===== src/rtl/fwdl_pkg.sv =====
package fwdl_pkg;

  localparam int WORD_BYTES = 4;

  typedef enum logic [1:0] {
    ERR_NONE   = 2'd0,
    ERR_CHKSUM = 2'd1,
    ERR_READY  = 2'd2
  } fwErr_e;

  // control -> datapath strobes
  typedef struct packed {
    logic load;
    logic skipTake;
    logic laneTake;
    logic lanePad;
    logic wordAdv;
  } dpCmd_t;

  // datapath -> control status
  typedef struct packed {
    logic hdrNone;
    logic hdrLast;
    logic allDone;
    logic pageStart;
    logic laneInBody;
    logic laneLast;
  } dpStat_t;

endpackage


===== src/rtl/fwdl_datapath.sv =====
module fwdl_datapath
  import fwdl_pkg::*;
#(
  parameter int LEN_W      = 16,
  parameter int ADDR_W     = 16,
  parameter int PAGE_BYTES = 4096,
  parameter int HDR_BYTES  = 32,
  parameter int WIN_BASE   = 'h1000
) (
  input  logic              clk,
  input  logic              rstN,
  input  dpCmd_t            cmd,
  input  logic [LEN_W-1:0]  imgLen,
  input  logic              hdrPresent,
  input  logic [7:0]        inByteData,
  input  logic [7:0]        pageSelCur,
  output dpStat_t           stat,
  output logic [ADDR_W-1:0] memWrAddr,
  output logic [31:0]       memWrData,
  output logic [7:0]        pageSelData,
  output logic              warnPages
);

  localparam int PAGE_SH = $clog2(PAGE_BYTES);
  localparam int POS_W   = LEN_W + 1;
  localparam int LANE_W  = $clog2(WORD_BYTES);

  logic [LEN_W-1:0]  bodyLen;
  logic [LEN_W-1:0]  hdrLeft;
  logic [POS_W-1:0]  bytePos;
  logic [LANE_W-1:0] lane;
  logic              warnQ;

  // load-time length arithmetic
  logic [LEN_W-1:0] hdrCnt;
  logic [LEN_W-1:0] bodyNext;
  logic [LEN_W-1:0] fullPagesNext;

  always_comb begin
    if (!hdrPresent)                       hdrCnt = '0;
    else if (imgLen < LEN_W'(HDR_BYTES))   hdrCnt = imgLen;
    else                                   hdrCnt = LEN_W'(HDR_BYTES);
    bodyNext      = imgLen - hdrCnt;
    fullPagesNext = bodyNext >> PAGE_SH;
  end

  always_ff @(posedge clk or negedge rstN) begin
    if (!rstN) begin
      bodyLen <= '0;
      hdrLeft <= '0;
      bytePos <= '0;
      lane    <= '0;
      warnQ   <= 1'b0;
    end else if (cmd.load) begin
      bodyLen <= bodyNext;
      hdrLeft <= hdrCnt;
      bytePos <= '0;
      lane    <= '0;
      warnQ   <= (fullPagesNext > LEN_W'(4));
    end else begin
      if (cmd.skipTake) hdrLeft <= hdrLeft - 1'b1;
      if (cmd.laneTake || cmd.lanePad) lane <= lane + 1'b1;
      if (cmd.wordAdv) begin
        bytePos <= bytePos + POS_W'(WORD_BYTES);
        lane    <= '0;
      end
    end
  end

  // one register per byte lane of the outgoing word
  for (genvar g = 0; g < WORD_BYTES; g++) begin : gLane
    logic [7:0] laneQ;
    always_ff @(posedge clk or negedge rstN) begin
      if (!rstN)
        laneQ <= '0;
      else if (cmd.load)
        laneQ <= '0;
      else if ((cmd.laneTake || cmd.lanePad) && lane == LANE_W'(g))
        laneQ <= cmd.laneTake ? inByteData : 8'h00;
    end
    assign memWrData[8*g +: 8] = laneQ;
  end

  logic [POS_W-1:0] laneIdx;
  logic [2:0]       pageNum;

  always_comb begin
    laneIdx         = bytePos + POS_W'(lane);
    pageNum         = 3'(bytePos >> PAGE_SH);
    stat.hdrNone    = (hdrLeft == '0);
    stat.hdrLast    = (hdrLeft == LEN_W'(1));
    stat.allDone    = (bytePos >= {1'b0, bodyLen});
    stat.pageStart  = (bytePos[PAGE_SH-1:0] == '0);
    stat.laneInBody = (laneIdx < {1'b0, bodyLen});
    stat.laneLast   = (lane == LANE_W'(WORD_BYTES - 1));
  end

  assign memWrAddr   = ADDR_W'(WIN_BASE) + ADDR_W'(bytePos[PAGE_SH-1:0]);
  assign pageSelData = {pageSelCur[7:3], pageNum};
  assign warnPages   = warnQ;

  assert_word_aligned_R4: assert property (@(posedge clk) disable iff (!rstN)
    cmd.wordAdv |-> (memWrAddr[1:0] == 2'b00));

  assert_word_inside_body_R5: assert property (@(posedge clk) disable iff (!rstN)
    cmd.wordAdv |-> (bytePos < {1'b0, bodyLen}));

  assert_strobes_exclusive_R11: assert property (@(posedge clk) disable iff (!rstN)
    $onehot0({cmd.skipTake, cmd.laneTake, cmd.lanePad, cmd.wordAdv}));

endmodule


===== src/rtl/fwdl_ctrl.sv =====
module fwdl_ctrl
  import fwdl_pkg::*;
#(
  parameter int POLL_LIMIT = 1000,
  parameter int POLL_GAP   = 100
) (
  input  logic       clk,
  input  logic       rstN,
  input  logic       start,
  input  logic       inByteValid,
  input  logic       chkRptIn,
  input  logic       mcuRdyIn,
  input  dpStat_t    stat,
  output dpCmd_t     cmd,
  output logic       inByteReady,
  output logic       memWrEn,
  output logic       pageSelWr,
  output logic       hostRdyWr,
  output logic       dlEn,
  output logic       done,
  output logic [1:0] errCode
);

  localparam int PC_W = $clog2(POLL_LIMIT + 1);
  localparam int GC_W = $clog2(POLL_GAP + 2);
  localparam logic [PC_W-1:0] PC_LAST = PC_W'(POLL_LIMIT - 1);
  localparam logic [GC_W-1:0] GC_LAST = GC_W'((POLL_GAP > 0) ? POLL_GAP - 1 : 0);

  typedef enum logic [3:0] {
    S_IDLE, S_SKIP, S_NEXT, S_PSEL, S_GATHER, S_WRITE,
    S_FINISH, S_CHK, S_HRDY, S_RPOLL, S_GAP, S_DONE
  } state_e;

  state_e          state, nState;
  logic [PC_W-1:0] pollCnt;
  logic [GC_W-1:0] gapCnt;
  logic            pollMiss, pollClr, errSet;
  fwErr_e          errNext;

  always_comb begin
    nState      = state;
    cmd         = '0;
    inByteReady = 1'b0;
    memWrEn     = 1'b0;
    pageSelWr   = 1'b0;
    hostRdyWr   = 1'b0;
    done        = 1'b0;
    pollMiss    = 1'b0;
    pollClr     = 1'b0;
    errSet      = 1'b0;
    errNext     = ERR_NONE;
    unique case (state)
      S_IDLE: if (start) begin
        cmd.load = 1'b1;
        nState   = S_SKIP;
      end
      S_SKIP: begin
        if (stat.hdrNone) nState = S_NEXT;
        else begin
          inByteReady = 1'b1;
          if (inByteValid) begin
            cmd.skipTake = 1'b1;
            if (stat.hdrLast) nState = S_NEXT;
          end
        end
      end
      S_NEXT: begin
        if (stat.allDone)        nState = S_FINISH;
        else if (stat.pageStart) nState = S_PSEL;
        else                     nState = S_GATHER;
      end
      S_PSEL: begin
        pageSelWr = 1'b1;
        nState    = S_GATHER;
      end
      S_GATHER: begin
        if (stat.laneInBody) begin
          inByteReady = 1'b1;
          if (inByteValid) begin
            cmd.laneTake = 1'b1;
            if (stat.laneLast) nState = S_WRITE;
          end
        end else begin
          cmd.lanePad = 1'b1;
          if (stat.laneLast) nState = S_WRITE;
        end
      end
      S_WRITE: begin
        memWrEn     = 1'b1;
        cmd.wordAdv = 1'b1;
        nState      = S_NEXT;
      end
      S_FINISH: begin
        pollClr = 1'b1;
        nState  = S_CHK;
      end
      S_CHK: begin
        if (chkRptIn) nState = S_HRDY;
        else if (pollCnt == PC_LAST) begin
          errSet  = 1'b1;
          errNext = ERR_CHKSUM;
          nState  = S_DONE;
        end else pollMiss = 1'b1;
      end
      S_HRDY: begin
        hostRdyWr = 1'b1;
        pollClr   = 1'b1;
        nState    = S_RPOLL;
      end
      S_RPOLL: begin
        if (mcuRdyIn) nState = S_DONE;
        else if (pollCnt == PC_LAST) begin
          errSet  = 1'b1;
          errNext = ERR_READY;
          nState  = S_DONE;
        end else begin
          pollMiss = 1'b1;
          nState   = (POLL_GAP == 0) ? S_RPOLL : S_GAP;
        end
      end
      S_GAP: if (gapCnt == GC_LAST) nState = S_RPOLL;
      S_DONE: begin
        done   = 1'b1;
        nState = S_IDLE;
      end
      default: nState = S_IDLE;
    endcase
  end

  always_ff @(posedge clk or negedge rstN) begin
    if (!rstN) begin
      state   <= S_IDLE;
      pollCnt <= '0;
      gapCnt  <= '0;
      dlEn    <= 1'b0;
      errCode <= ERR_NONE;
    end else begin
      state <= nState;
      if (pollClr)       pollCnt <= '0;
      else if (pollMiss) pollCnt <= pollCnt + 1'b1;
      gapCnt <= (state == S_GAP) ? gapCnt + 1'b1 : '0;
      if (cmd.load)               dlEn <= 1'b1;
      else if (state == S_FINISH) dlEn <= 1'b0;
      if (cmd.load)    errCode <= ERR_NONE;
      else if (errSet) errCode <= errNext;
    end
  end

  assert_write_under_enable_R1: assert property (@(posedge clk) disable iff (!rstN)
    (memWrEn || pageSelWr) |-> dlEn);

  assert_hostrdy_after_clear_R8: assert property (@(posedge clk) disable iff (!rstN)
    hostRdyWr |-> !dlEn);

  assert_done_single_R10: assert property (@(posedge clk) disable iff (!rstN)
    done |=> !done);

  assert_err_hold_R10: assert property (@(posedge clk) disable iff (!rstN)
    !cmd.load |=> ($stable(errCode) || done));

endmodule


===== src/rtl/fwdl_seq.sv =====
module fwdl_seq
  import fwdl_pkg::*;
#(
  parameter int LEN_W      = 16,
  parameter int ADDR_W     = 16,
  parameter int PAGE_BYTES = 4096,
  parameter int HDR_BYTES  = 32,
  parameter int WIN_BASE   = 'h1000,
  parameter int POLL_LIMIT = 1000,
  parameter int POLL_GAP   = 100
) (
  input  logic              clk,
  input  logic              rstN,
  input  logic              start,
  input  logic [LEN_W-1:0]  imgLen,
  input  logic              hdrPresent,
  input  logic              inByteValid,
  input  logic [7:0]        inByteData,
  output logic              inByteReady,
  output logic              memWrEn,
  output logic [ADDR_W-1:0] memWrAddr,
  output logic [31:0]       memWrData,
  input  logic [7:0]        pageSelCur,
  output logic              pageSelWr,
  output logic [7:0]        pageSelData,
  output logic              dlEn,
  input  logic              chkRptIn,
  output logic              hostRdyWr,
  input  logic              mcuRdyIn,
  output logic              done,
  output logic [1:0]        errCode,
  output logic              warnPages
);

  dpCmd_t  cmd;
  dpStat_t stat;

  fwdl_ctrl #(
    .POLL_LIMIT (POLL_LIMIT),
    .POLL_GAP   (POLL_GAP)
  ) uCtrl (
    .clk         (clk),
    .rstN        (rstN),
    .start       (start),
    .inByteValid (inByteValid),
    .chkRptIn    (chkRptIn),
    .mcuRdyIn    (mcuRdyIn),
    .stat        (stat),
    .cmd         (cmd),
    .inByteReady (inByteReady),
    .memWrEn     (memWrEn),
    .pageSelWr   (pageSelWr),
    .hostRdyWr   (hostRdyWr),
    .dlEn        (dlEn),
    .done        (done),
    .errCode     (errCode)
  );

  fwdl_datapath #(
    .LEN_W      (LEN_W),
    .ADDR_W     (ADDR_W),
    .PAGE_BYTES (PAGE_BYTES),
    .HDR_BYTES  (HDR_BYTES),
    .WIN_BASE   (WIN_BASE)
  ) uDp (
    .clk         (clk),
    .rstN        (rstN),
    .cmd         (cmd),
    .imgLen      (imgLen),
    .hdrPresent  (hdrPresent),
    .inByteData  (inByteData),
    .pageSelCur  (pageSelCur),
    .stat        (stat),
    .memWrAddr   (memWrAddr),
    .memWrData   (memWrData),
    .pageSelData (pageSelData),
    .warnPages   (warnPages)
  );

endmodule


===== config.mk =====
export PLATFORM = sky130hd
export DESIGN_NAME = fwdl_seq
export DESIGN_NICKNAME = d
export VERILOG_FILES = /design/src/rtl/fwdl_pkg.sv /design/src/rtl/fwdl_datapath.sv /design/src/rtl/fwdl_ctrl.sv /design/src/rtl/fwdl_seq.sv
export SDC_FILE = /design/constraint.sdc
export NUM_CORES = 1
export LEC_CHECK = 0
export ABC_AREA = 1
export BUFFER_PORTS_ARGS = -buffer_cell sky130_fd_sc_hd__buf_2
export CORE_MARGIN = 1.5
export CORE_UTILIZATION = 63
export CTS_BUF_LIST = sky130_fd_sc_hd__clkbuf_8 sky130_fd_sc_hd__clkbuf_16
export CTS_CLUSTER_SIZE = 30
export DETAILED_ROUTE_END_ITERATION = 16
export PLACE_DENSITY = 0.87
export RECOVER_POWER = 25
export SLEW_MARGIN = 25
export SYNTH_ARGS = -nofsm -noshare
export SYNTH_HDL_FRONTEND = slang
export SYNTH_SLANG_ARGS = --single-unit

===== constraint.sdc =====
create_clock -name clk -period 4.1 [get_ports clk]
set_input_delay 0.82 -clock clk [delete_from_list [all_inputs] [get_ports clk]]
set_output_delay 0.82 -clock clk [all_outputs]
set_load 0.03 [all_outputs]

==> flow_summary.json <==
{
  "run_status": "complete, but fails checks",
  "violations": "max-capacitance violations, max-slew violations",
  "final_common_cell": "sky130_fd_sc_hd__nand2_1",
  "initial_utilization_pct": 65.60,
  "placed_cells_incl_taps": 1163,
  "violation_count_after_the_first_detailed_route_iteration": 477,
  "ir_worst_vdd_mv": 0.4488,
  "syn_to_final_growth_pct": 8.819,
  "drt_drc_violations_left": 0,
  "numCtsBuffers": 9,
  "seq_area_frac_synth_pct": 36.66,
  "yosys_most_used_dff": "sky130_fd_sc_hd__dfrtp_1",
  "cts_tree": "done",
  "end_kind": "output port",
  "layout-drive-gt1-share_pct": 13.67,
  "ctsLongestPathBuffers": 2,
  "dp.final_hpwl_mm": 11.91,
  "first_pass_iters": 5,
  "grt_pass1_vias": 5980,
  "synth_area_sq_um": 7236,
  "ctsHtreeMaxLevel": 3,
  "post_synth_num_cell_types": 50,
  "row_count": 38,
  "core_area_sq_um": 11030,
  "ant_nets": 0,
  "clock_skew_ns": 0.009167,
  "pin_count": 104,
  "final_net_count": 1128,
  "number_of_vias_per_cell": 5.499,
  "cts_setup_buffers": 0,
  "fillerInstances": 907,
  "endpoint": "inByteReady",
  "flop2flop_setup_slack_ns": 1.18,
  "total_clock_sinks": 106,
  "worst_path_largest_cell_delay_ns": 0.46,
  "fin_tns_setup_ns": 0,
  "postCtsResizedCells": 0,
  "layout.cells.non_filler": 1179,
  "cp_dominant_cell_by_count": "sky130_fd_sc_hd__nand2_1",
  "crit-reg2reg-capture": "uDp.bodyLen[15]",
  "grt_use_total_pct": 27.96,
  "synth_enable_flop_cells": 0,
  "rsz0062_at_grt": "no",
  "fmax_mhz": 330.3,
  "mostFrequentLayoutCells": "218 x sky130_fd_sc_hd__nand2_1, 123 x sky130_fd_sc_hd__nand3_1, 106 x sky130_fd_sc_hd__dfrtp_1",
  "synth_seq_cells": 106,
  "power_per_cell_area_nw_per_um2": 545.7,
  "worstSkewPairLatency_ns": 0.36,
  "global_route_wire_length_before_repair_mm": 26.86,
  "syn_area_per_cell_sq_um": 7.383,
  "placement.io_buffers": 84,
  "cp_slowest_cell": "sky130_fd_sc_hd__dfrtp_1",
  "timing.slew.headroom_pct": -3.666,
  "timing.critical_path.from": "uDp.bytePos[8]",
  "cp_max_fo": 6,
  "finalPower_mw": 4.296,
  "final_cell_area_sq_um": 7874,
  "gpl.final_weighted_congestion": 0.8929,
  "antenna_found_initial": 0,
  "worstPathCellList": "ha_1 > a21o_1 > nor2_1 > nand3_1 > nand2_1 > nand2_1 > o21ai_0 > buf_2",
  "leakage_nw": 4.267,
  "final_period_minus_worst_setup_slack_ns": 3.028,
  "root_buffer_cell": "sky130_fd_sc_hd__clkbuf_16",
  "timing.hold.worst.class": "flop to flop",
  "asr_flop_ratio_synth_pct": 100.0,
  "final.period_utilization_pct": 73.84,
  "wire_per_inst_um": 13.40,
  "diodes": 0,
  "die_x_um": 110.2,
  "floorplan.die.height_um": 110.2,
  "hold_violations": 0,
  "grt_start_max_net_pins": 63,
  "hold_slack_ns": 0.4646,
  "cts.hold.buffers_added": 0,
  "worst-r2r-cell-count": 7,
  "crit_type": "flop to output port",
  "cts.reportedPaths.clkPinSlew_ns": 0.07,
  "grt.overflow.total": 0,
  "report.final.setup_viol": 0,
  "die_area_sq_um": 12140,
  "detailroute.via_count": 6483,
  "holdPathStages": 1,
  "route.final.wire_length_mm": 15.80,
  "cap_viol_max_count": 1,
  "placed_cell_area_sq_um": 7576,
  "rr_startpoint": "uCtrl.state[0]",
  "critical_path_arrival_ns": 2.21,
  "worst_pin_slew_ns": 1.555,
  "worst_setup_path_start_kind": "flop",
  "synth-warning-count": 0,
  "synthesis.instances": 980,
  "data_required_time_at_the_worst_endpoint_ns": 3.28,
  "drv_slew": 63
}
## worst min path at each step
stage	start	end	slack (ns)
after floorplan	uCtrl.gapCnt[0]	uCtrl.gapCnt[0]	0.43
after global placement	uCtrl.gapCnt[0]	uCtrl.gapCnt[0]	0.45
after detailed placement	uCtrl.gapCnt[0]	uCtrl.gapCnt[0]	0.46
after CTS	uCtrl.gapCnt[0]	uCtrl.gapCnt[0]	0.47
after global routing	uDp.bodyLen[3]	uDp.bodyLen[3]	0.50
final	uCtrl.gapCnt[0]	uCtrl.gapCnt[0]	0.46
## metrics by stage
stage                     util (%)  setup slack (ns)
after detailed placement     68.68            0.9296
after global placement       68.68            0.9618
after floorplan                  -             1.215
after CTS                    71.47             1.040
after global routing         71.38            0.8725
final                        71.38             1.072
## metal layers
| layer | up-vias | part of all wire (%) | GRT usage, % |
|---|---|---|---|
| met5 | - | 0 | 0 |
| met4 | 0 | 1.8 | 9.066 |
| met3 | 21 | 5.2 | 4.409 |
| met2 | 162 | 47 | 46.01 |
| met1 | 2987 | 46 | 37.98 |
| li1 | 3313 | - | - |
## synth_stat cells, types with 5 or more instances
| cell type | instances | share of area (%) |
|---|---|---|
| sky130_fd_sc_hd__nand2_1 | 217 | 11 |
| sky130_fd_sc_hd__nand3_1 | 123 | 8.5 |
| sky130_fd_sc_hd__dfrtp_1 | 106 | 37 |
| sky130_fd_sc_hd__inv_1 | 105 | 5.4 |
| sky130_fd_sc_hd__nor2_1 | 85 | 4.4 |
| sky130_fd_sc_hd__ha_1 | 54 | 9.3 |
| sky130_fd_sc_hd__o21ai_0 | 48 | 3.3 |
| sky130_fd_sc_hd__a21oi_1 | 46 | 3.2 |
| sky130_fd_sc_hd__buf_4 | 30 | 3.1 |
| sky130_fd_sc_hd__nor3_1 | 25 | 1.7 |
| sky130_fd_sc_hd__clkbuf_1 | 23 | 1.2 |
| sky130_fd_sc_hd__nand4_1 | 16 | 1.4 |
| sky130_fd_sc_hd__o21ai_1 | 10 | 0.69 |
| sky130_fd_sc_hd__o22ai_1 | 8 | 0.69 |
| sky130_fd_sc_hd__xor2_1 | 8 | 0.97 |
| sky130_fd_sc_hd__nand2_2 | 7 | 0.61 |
| sky130_fd_sc_hd__inv_2 | 6 | 0.31 |
| sky130_fd_sc_hd__nor2_2 | 5 | 0.43 |
## cells by family after synthesis
family          share of synthesized area, %
simple gates                           31.85
buf+inv                                10.55
compound gates                         10.01
xor+xnor                               1.211
flops                                  36.66
fa+ha+maj                              9.614
other cells                           0.1038
## sequential cells by signal, indices dropped and copies added, names as in the netlist
| register | flops |
|---|---|
| uCtrl.pollCnt | 10 |
| uCtrl.dlEn | 1 |
| uDp.bytePos | 15 |
| uCtrl.gapCnt | 7 |
| uDp.hdrLeft | 16 |
| uDp.gLane.laneQ | 32 |
| uDp.warnPages | 1 |
| uCtrl.state | 4 |
| uDp.lane | 2 |
| uCtrl.errCode | 2 |
| uDp.bodyLen | 16 |
## critical path: cells and delay by family (launching register included)
family          cells  cell delay, ns
flops               1            0.46
buf+inv             1            0.24
compound gates      2            0.35
simple gates        4            0.47
fa+ha+maj           1            0.32
## area by class of cell
type | count | area (sq um) | area share (%)
Clock buffer | 10 | 239.0 | 3.035
Tap cell | 140 | 175.2 | 2.225
Timing Repair Buffer | 88 | 450.4 | 5.721
Inverter | 113 | 426.7 | 5.419
Clock inverter | 6 | 68.82 | 0.8740
Sequential cell | 106 | 2653 | 33.69
Multi-Input combinational cell | 716 | 3861 | 49.04
## where the power goes
part / switching (mW) / internal [mW] / leakage, nW
Sequential: 0.189 / 1.29 / 1.42
Clock: 0.401 / 0.496 / 0.150
Combinational: 1.31 / 0.615 / 2.69
Total: 1.90 / 2.40 / 4.27
(Power assumes the default switching activity.)
